[config.mk]
export PLATFORM = sky130hd
export DESIGN_NAME = mdio_mgmt_ctrl
export DESIGN_NICKNAME = d
export VERILOG_FILES = /design/src/rtl/mdio_pkg.sv /design/src/rtl/mdio_clkgen.sv /design/src/rtl/mdio_shifter.sv /design/src/rtl/mdio_regs.sv /design/src/rtl/mdio_mgmt_ctrl.sv
export SDC_FILE = /design/constraint.sdc
export NUM_CORES = 1
export LEC_CHECK = 0
export ABC_AREA = 1
export BUFFER_PORTS_ARGS = -buffer_cell sky130_fd_sc_hd__buf_4
export CAP_MARGIN = 20
export CORE_MARGIN = 2
export CORE_UTILIZATION = 40
export CTS_CLUSTER_DIAMETER = 100
export DETAILED_ROUTE_END_ITERATION = 12
export HOLD_SLACK_MARGIN = 0.05
export SETUP_SLACK_MARGIN = 0.1
export SLEW_MARGIN = 20
export SYNTH_ARGS = -nofsm -noshare
export SYNTH_HDL_FRONTEND = slang
export SYNTH_SLANG_ARGS = --single-unit
export TNS_END_PERCENT = 1
[constraint.sdc]
create_clock -name clk -period 3.3 [get_ports clk]
set_clock_uncertainty 0.05 [all_clocks]
set_input_delay 0.33 -clock clk [delete_from_list [all_inputs] [get_ports clk]]
set_output_delay 0.33 -clock clk [all_outputs]
set_load 0.005 [all_outputs]
[src/rtl/mdio_pkg.sv]
package mdio_pkg;

  localparam int FRAME_LEN   = 64;
  localparam int DRIVE_RD    = 46;
  localparam int SAMPLE_FROM = 48;
  localparam int DATA_W      = 16;
  localparam int FLD_W       = 5;
  localparam int SEL_W       = 3;
  localparam logic [SEL_W-1:0] SEL_RESET = 3'd6;

  typedef enum logic [2:0] {
    OFS_ADDR   = 3'd0,
    OFS_CMD    = 3'd1,
    OFS_WDATA  = 3'd2,
    OFS_RDATA  = 3'd3,
    OFS_STATUS = 3'd4,
    OFS_CLKCFG = 3'd5
  } reg_ofs_e;

  // half of the MDC period in system clocks, per selection code
  function automatic logic [4:0] half_period(input logic [SEL_W-1:0] code);
    case (code)
      3'd0:    half_period = 5'd2;
      3'd1:    half_period = 5'd3;
      3'd2:    half_period = 5'd4;
      3'd3:    half_period = 5'd5;
      3'd4:    half_period = 5'd7;
      3'd5:    half_period = 5'd10;
      default: half_period = 5'd14;
    endcase
  endfunction

  // complete frame, first bit on the wire in bit 63
  function automatic logic [FRAME_LEN-1:0] frame_word(
    input logic             is_rd,
    input logic [FLD_W-1:0] phy,
    input logic [FLD_W-1:0] rnum,
    input logic [DATA_W-1:0] wd);
    logic [1:0] op;
    logic [1:0] ta;
    logic [DATA_W-1:0] body;
    op   = is_rd ? 2'b10 : 2'b01;
    ta   = is_rd ? 2'b11 : 2'b10;
    body = is_rd ? {DATA_W{1'b1}} : wd;
    frame_word = {32'hFFFF_FFFF, 2'b01, op, phy, rnum, ta, body};
  endfunction

endpackage

[src/rtl/mdio_clkgen.sv]
module mdio_clkgen
  import mdio_pkg::*;
(
  input  logic             clk,
  input  logic             rst_n,
  input  logic             run,
  input  logic [SEL_W-1:0] sel,
  output logic             mdc,
  output logic             tick_rise,
  output logic             tick_fall
);

  logic [4:0]       cnt;
  logic [SEL_W-1:0] sel_q;
  logic [4:0]       half;
  logic             wrap;

  assign half      = half_period(sel_q);
  assign wrap      = run && (cnt == half - 5'd1);
  assign tick_rise = wrap && !mdc;
  assign tick_fall = wrap && mdc;

  always_ff @(posedge clk or negedge rst_n) begin
    if (!rst_n) begin
      cnt   <= '0;
      mdc   <= 1'b0;
      sel_q <= SEL_RESET;
    end else if (!run) begin
      cnt   <= '0;
      mdc   <= 1'b0;
      sel_q <= sel;
    end else if (wrap) begin
      cnt   <= '0;
      mdc   <= ~mdc;
    end else begin
      cnt   <= cnt + 5'd1;
    end
  end

endmodule

[src/rtl/mdio_shifter.sv]
module mdio_shifter
  import mdio_pkg::*;
#(
  parameter int LEN    = FRAME_LEN,
  parameter int DRV_RD = DRIVE_RD,
  parameter int SMP_AT = SAMPLE_FROM,
  parameter int RX_W   = DATA_W,
  localparam int IDX_W = $clog2(LEN)
)(
  input  logic             clk,
  input  logic             rst_n,
  input  logic             start,
  input  logic             start_rd,
  input  logic [LEN-1:0]   frame,
  input  logic             tick_rise,
  input  logic             tick_fall,
  input  logic             mdio_i,
  output logic             busy,
  output logic             rd_mode,
  output logic             mdio_o,
  output logic             mdio_oe,
  output logic             done,
  output logic [RX_W-1:0]  rx_data,
  output logic [IDX_W-1:0] bit_idx
);

  localparam logic [IDX_W-1:0] LAST_IDX = IDX_W'(LEN - 1);

  logic [LEN-1:0] sh;
  logic           released;

  assign mdio_o   = sh[LEN-1];
  assign released = rd_mode && (bit_idx >= IDX_W'(DRV_RD));
  assign mdio_oe  = busy && !released;
  assign done     = busy && tick_fall && (bit_idx == LAST_IDX);

  always_ff @(posedge clk or negedge rst_n) begin
    if (!rst_n) begin
      sh      <= '1;
      bit_idx <= '0;
      busy    <= 1'b0;
      rd_mode <= 1'b0;
      rx_data <= '0;
    end else if (!busy) begin
      if (start) begin
        sh      <= frame;
        bit_idx <= '0;
        busy    <= 1'b1;
        rd_mode <= start_rd;
      end
    end else begin
      if (tick_rise && rd_mode && bit_idx >= IDX_W'(SMP_AT))
        rx_data <= {rx_data[RX_W-2:0], mdio_i};
      if (tick_fall) begin
        if (bit_idx == LAST_IDX) begin
          busy <= 1'b0;
          sh   <= '1;
        end else begin
          bit_idx <= bit_idx + 1'b1;
          sh      <= {sh[LEN-2:0], 1'b1};
        end
      end
    end
  end

endmodule

[src/rtl/mdio_regs.sv]
module mdio_regs
  import mdio_pkg::*;
#(
  parameter int AW = 3,
  parameter int DW = 32
)(
  input  logic              clk,
  input  logic              rst_n,
  input  logic              bus_wr,
  input  logic [AW-1:0]     bus_addr,
  input  logic [DW-1:0]     bus_wdata,
  output logic [DW-1:0]     bus_rdata,
  input  logic              busy,
  input  logic              rd_done,
  input  logic [DATA_W-1:0] rx_data,
  output logic [FLD_W-1:0]  phy_q,
  output logic [FLD_W-1:0]  rnum_q,
  output logic [DATA_W-1:0] wdat_q,
  output logic [DATA_W-1:0] rdat_q,
  output logic [SEL_W-1:0]  sel_q,
  output logic              go_wr,
  output logic              go_rd
);

  logic cmd_q;
  logic wr_addr, wr_cmd, wr_wdat, wr_cfg;

  assign wr_addr = bus_wr && (bus_addr == AW'(OFS_ADDR));
  assign wr_cmd  = bus_wr && (bus_addr == AW'(OFS_CMD))   && !busy;
  assign wr_wdat = bus_wr && (bus_addr == AW'(OFS_WDATA)) && !busy;
  assign wr_cfg  = bus_wr && (bus_addr == AW'(OFS_CLKCFG));
  assign go_wr   = wr_wdat;
  assign go_rd   = wr_cmd && bus_wdata[0];

  always_ff @(posedge clk or negedge rst_n) begin
    if (!rst_n) begin
      phy_q  <= '0;
      rnum_q <= '0;
      wdat_q <= '0;
      rdat_q <= '0;
      sel_q  <= SEL_RESET;
      cmd_q  <= 1'b0;
    end else begin
      if (wr_addr) begin
        phy_q  <= bus_wdata[12:8];
        rnum_q <= bus_wdata[4:0];
      end
      if (wr_cmd)  cmd_q  <= bus_wdata[0];
      if (wr_wdat) wdat_q <= bus_wdata[DATA_W-1:0];
      if (wr_cfg)  sel_q  <= bus_wdata[SEL_W-1:0];
      if (rd_done) rdat_q <= rx_data;
    end
  end

  always_comb begin
    bus_rdata = '0;
    case (bus_addr)
      AW'(OFS_ADDR):   begin
        bus_rdata[12:8] = phy_q;
        bus_rdata[4:0]  = rnum_q;
      end
      AW'(OFS_CMD):    bus_rdata[0]              = cmd_q;
      AW'(OFS_WDATA):  bus_rdata[DATA_W-1:0]     = wdat_q;
      AW'(OFS_RDATA):  bus_rdata[DATA_W-1:0]     = rdat_q;
      AW'(OFS_STATUS): bus_rdata[0]              = busy;
      AW'(OFS_CLKCFG): bus_rdata[SEL_W-1:0]      = sel_q;
      default:         bus_rdata = '0;
    endcase
  end

endmodule

[src/rtl/mdio_mgmt_ctrl.sv]
module mdio_mgmt_ctrl
  import mdio_pkg::*;
#(
  parameter int BUS_AW = 3,
  parameter int BUS_DW = 32
)(
  input  logic              clk,
  input  logic              rst_n,
  input  logic              bus_wr,
  input  logic [BUS_AW-1:0] bus_addr,
  input  logic [BUS_DW-1:0] bus_wdata,
  output logic [BUS_DW-1:0] bus_rdata,
  output logic              mdc,
  output logic              mdio_o,
  output logic              mdio_oe,
  input  logic              mdio_i
);

  localparam int IDX_W = $clog2(FRAME_LEN);

  logic [FLD_W-1:0]     phy_q, rnum_q;
  logic [DATA_W-1:0]    wdat_q, rdat_q, rx_data;
  logic [SEL_W-1:0]     sel_q;
  logic                 go_wr, go_rd, launch;
  logic                 busy, rd_mode, done, rd_done;
  logic                 tick_rise, tick_fall;
  logic [IDX_W-1:0]     bit_idx;
  logic [FRAME_LEN-1:0] frame;

  assign launch  = go_wr || go_rd;
  assign rd_done = done && rd_mode;
  assign frame   = frame_word(go_rd, phy_q, rnum_q, bus_wdata[DATA_W-1:0]);

  mdio_regs #(.AW(BUS_AW), .DW(BUS_DW)) u_regs (
    .clk(clk), .rst_n(rst_n),
    .bus_wr(bus_wr), .bus_addr(bus_addr), .bus_wdata(bus_wdata),
    .bus_rdata(bus_rdata),
    .busy(busy), .rd_done(rd_done), .rx_data(rx_data),
    .phy_q(phy_q), .rnum_q(rnum_q), .wdat_q(wdat_q), .rdat_q(rdat_q),
    .sel_q(sel_q), .go_wr(go_wr), .go_rd(go_rd)
  );

  mdio_clkgen u_clk (
    .clk(clk), .rst_n(rst_n), .run(busy), .sel(sel_q),
    .mdc(mdc), .tick_rise(tick_rise), .tick_fall(tick_fall)
  );

  mdio_shifter u_shift (
    .clk(clk), .rst_n(rst_n),
    .start(launch), .start_rd(go_rd), .frame(frame),
    .tick_rise(tick_rise), .tick_fall(tick_fall), .mdio_i(mdio_i),
    .busy(busy), .rd_mode(rd_mode), .mdio_o(mdio_o), .mdio_oe(mdio_oe),
    .done(done), .rx_data(rx_data), .bit_idx(bit_idx)
  );

endmodule

==> reports/results.tsv <==
metric	value	unit
crit_start	u_shift.busy$_DFF_PN0_	
route.detailed.drc	0	
hold_class	primary input to flop	
cts_sinks	143	
holdBufCountCts	1	
syn_inst	884	
synth-seq-area-share	49.8	%
antenna_found_initial	0	
core_area	18000	um^2
grt_overflow_total	0	
finalPower	0.00385	W
synthFlopType	dfrtp_1	
grt_pass1_vias	5478	
worstPathRequired	2.92	ns
timing.rr.end	u_shift.rx_data[0]$_DFFE_PN0P_	
status	finished clean	
use_met1	25.4	%
die-area	19500	um^2
final_cells	1147	
met3_usage	3.48	%
vias	5718	
endpoint_kind	output pin	
clockBufferDepth	2	
crit_type	flop to output pin	
worstSkewPairLatency	0.42	ns
grt_pass1_wl	28.0	mm
dp_hpwl	9.97	mm
grt-busiest-layer	met2	
gp_congestion	0.760	
nFillCells	1808	
synth_largest_area_cell	dfrtp_1	
worstPathArrival	2.09	ns
fin_nets	947	
min_period	2.47	ns
num_antenna_cells	0	
max_slew_margin	35.2	%
maxCapViolations	0	
area_growth_syn_to_layout	12.9	%
synthArstFlopShare	100	%
syn_area	7360	um^2
post-route-period-util	74.9	%
final_hold_viol_count	0	
grt_max_degree	70	
die_h	140	um
worstRegToRegCells	10	
path_clk_slew	0.07	ns
rsz0062_at_grt	false	
synth.top_cell.area_share	25.5	%
drive_above_1_share	23.4	%
use_met2	26.7	%
synth_edf_count	0	
die_w	140	um
leakagePower	4.15	nW
wl_per_cell	14.3	um
ys_warn_count	0	
viasPerCell	4.99	
drt-total-wl	16.4	mm
drtIter0Drc	395	
ios	74	
grt_use_total	17.6	%
ys_ff_latch	143	
rows	49	
cts_tree	done	
ys_types	34	
synth_area_leaders	dfrtp_1 (26%), dfstp_2 (24%), nand2_1 (14%)	
finalSetupTns	0	ns
htree_levels	4	
multi_input_area	3080	um^2
placed_cells	1114	
worst_slew_pin_slew	0.972	ns
portBuffers	41	
critical_path.endpoint	bus_rdata[0]	
fmax	0.404	GHz
timing.rr.start	u_clk.sel_q[2]$_DFFE_PN1N_	
regToRegSetupSlack	0.91	ns
cp_max_fo	29	
regArea	3660	um^2
slew_viol_final	0	
cts_setup_buffers	0	
setup_viol	0	
first_pass_iters	4	
root_buffer	clkbuf_16	
syn_avg_cell_area	8.32	um^2
start_kind	flop	
power_density	464	nW/um^2
initial_core_util	40.8	%
cts_made_buffers	17	
vdd_drop_max	0.456	mV
antenna_left	0	
cts_resized	0	
[critical path, cell delays in order (launching register included)]
cell and delay (ns):
dfrtp_1 0.91, inv_2 0.07, buf_4 0.26, nand2_1 0.09, o211ai_1 0.08, nand3_1 0.13, buf_4 0.13
[kinds of logic after synthesis]
logic type	share of synthesized area [%]
AO/OA/AOI/OAI	8.81
XOR/XNOR	0.833
adder cells (fa/ha/maj)	0.510
buffers and inverters	9.15
flip-flops	49.8
other	0.0510
AND/OR/NAND/NOR	30.9
[cells in the mapped netlist (17+ instances only)]
cell / count
buf_4: 17
clkbuf_1: 24
nor3_1: 19
a21oi_1: 20
dfrtp_1: 75
nand4_1: 23
nand3_1: 32
nand2_1: 283
dfstp_2: 68
inv_1: 62
nand3_2: 53
nor2_1: 64
o21ai_0: 69
[stage by stage]
step | setup WS [ns] | cell area [um^2] | hold WS (ns) | util, %
after floorplan | 1.48 | 7410 | -0.0156 | -
after global placement | 0.915 | 7720 | 0.341 | 42.8
after detailed placement | 0.862 | 7720 | 0.342 | 42.8
after CTS | 0.805 | 8300 | 0.158 | 46.1
after global routing | 0.526 | 8300 | 0.177 | 46.1
final | 0.827 | 8300 | 0.156 | 46.1
[registers in the layout (all words and copies together), names as in the netlist, 5 cells and up]
| name | flops |
|---|---|
| u_shift.bit_idx | 6 |
| u_regs.phy_q | 5 |
| u_regs.wdat_q | 16 |
| u_clk.cnt | 5 |
| u_regs.rdat_q | 16 |
| u_shift.sh | 64 |
| u_regs.rnum_q | 5 |
| u_shift.rx_data | 16 |
[routing by layer]
metal  part of all wire (%)  routed length, um
met3                    3.4                557
met2                     46               7540
met4                    1.5                244
met1                     49               8040
met5                      0                  0
[report_power, final]
group	switching, W	leakage (nW)	internal (W)
Combinational	0.000104	2.16	0.0000530
Clock	0.000805	0.282	0.00108
Sequential	0.0000190	1.70	0.00179
Total	0.000929	4.15	0.00292
[cells in the final DEF, fill, tap and decap left out, drive strengths merged, types with 7 or more instances in the layout]
cell type / instances
o21ai: 79
a22oi: 7
nand3: 85
nor2: 65
dfstp: 68
dfrtp: 75
a21oi: 20
clkinv: 7
nand2: 285
buf: 55
nand4: 23
conb: 16
clkbuf: 19
inv: 69
nor3: 20
[worst min-delay path by stage]
| stage | start | end | slack [ns] | cells past startpoint |
|---|---|---|---|---|
| after floorplan | rst_n | u_clk.cnt[0]$_DFF_PN0_ | -0.02 | 0 |
| after global placement | rst_n | u_clk.cnt[3]$_DFF_PN0_ | 0.34 | 1 |
| after detailed placement | rst_n | u_clk.sel_q[0]$_DFFE_PN0N_ | 0.34 | 1 |
| after CTS | mdio_i | u_shift.rx_data[0]$_DFFE_PN0P_ | 0.16 | 3 |
| after global routing | bus_wdata[10] | u_regs.wdat_q[10]$_DFFE_PN0P_ | 0.18 | 3 |
| final | mdio_i | u_shift.rx_data[0]$_DFFE_PN0P_ | 0.16 | 3 |
[cell type report]
| type | count | share of cell area, % |
|---|---|---|
| clock buffers | 19 | 5.33 |
| clock inverters | 13 | 1.58 |
| inverters | 65 | 2.95 |
| multi-input cells | 622 | 37.1 |
| flip-flops and latches | 143 | 44.1 |
| well taps | 229 | 3.45 |
| repair buffers | 56 | 5.44 |
Power figures use the tool's default switching activity.
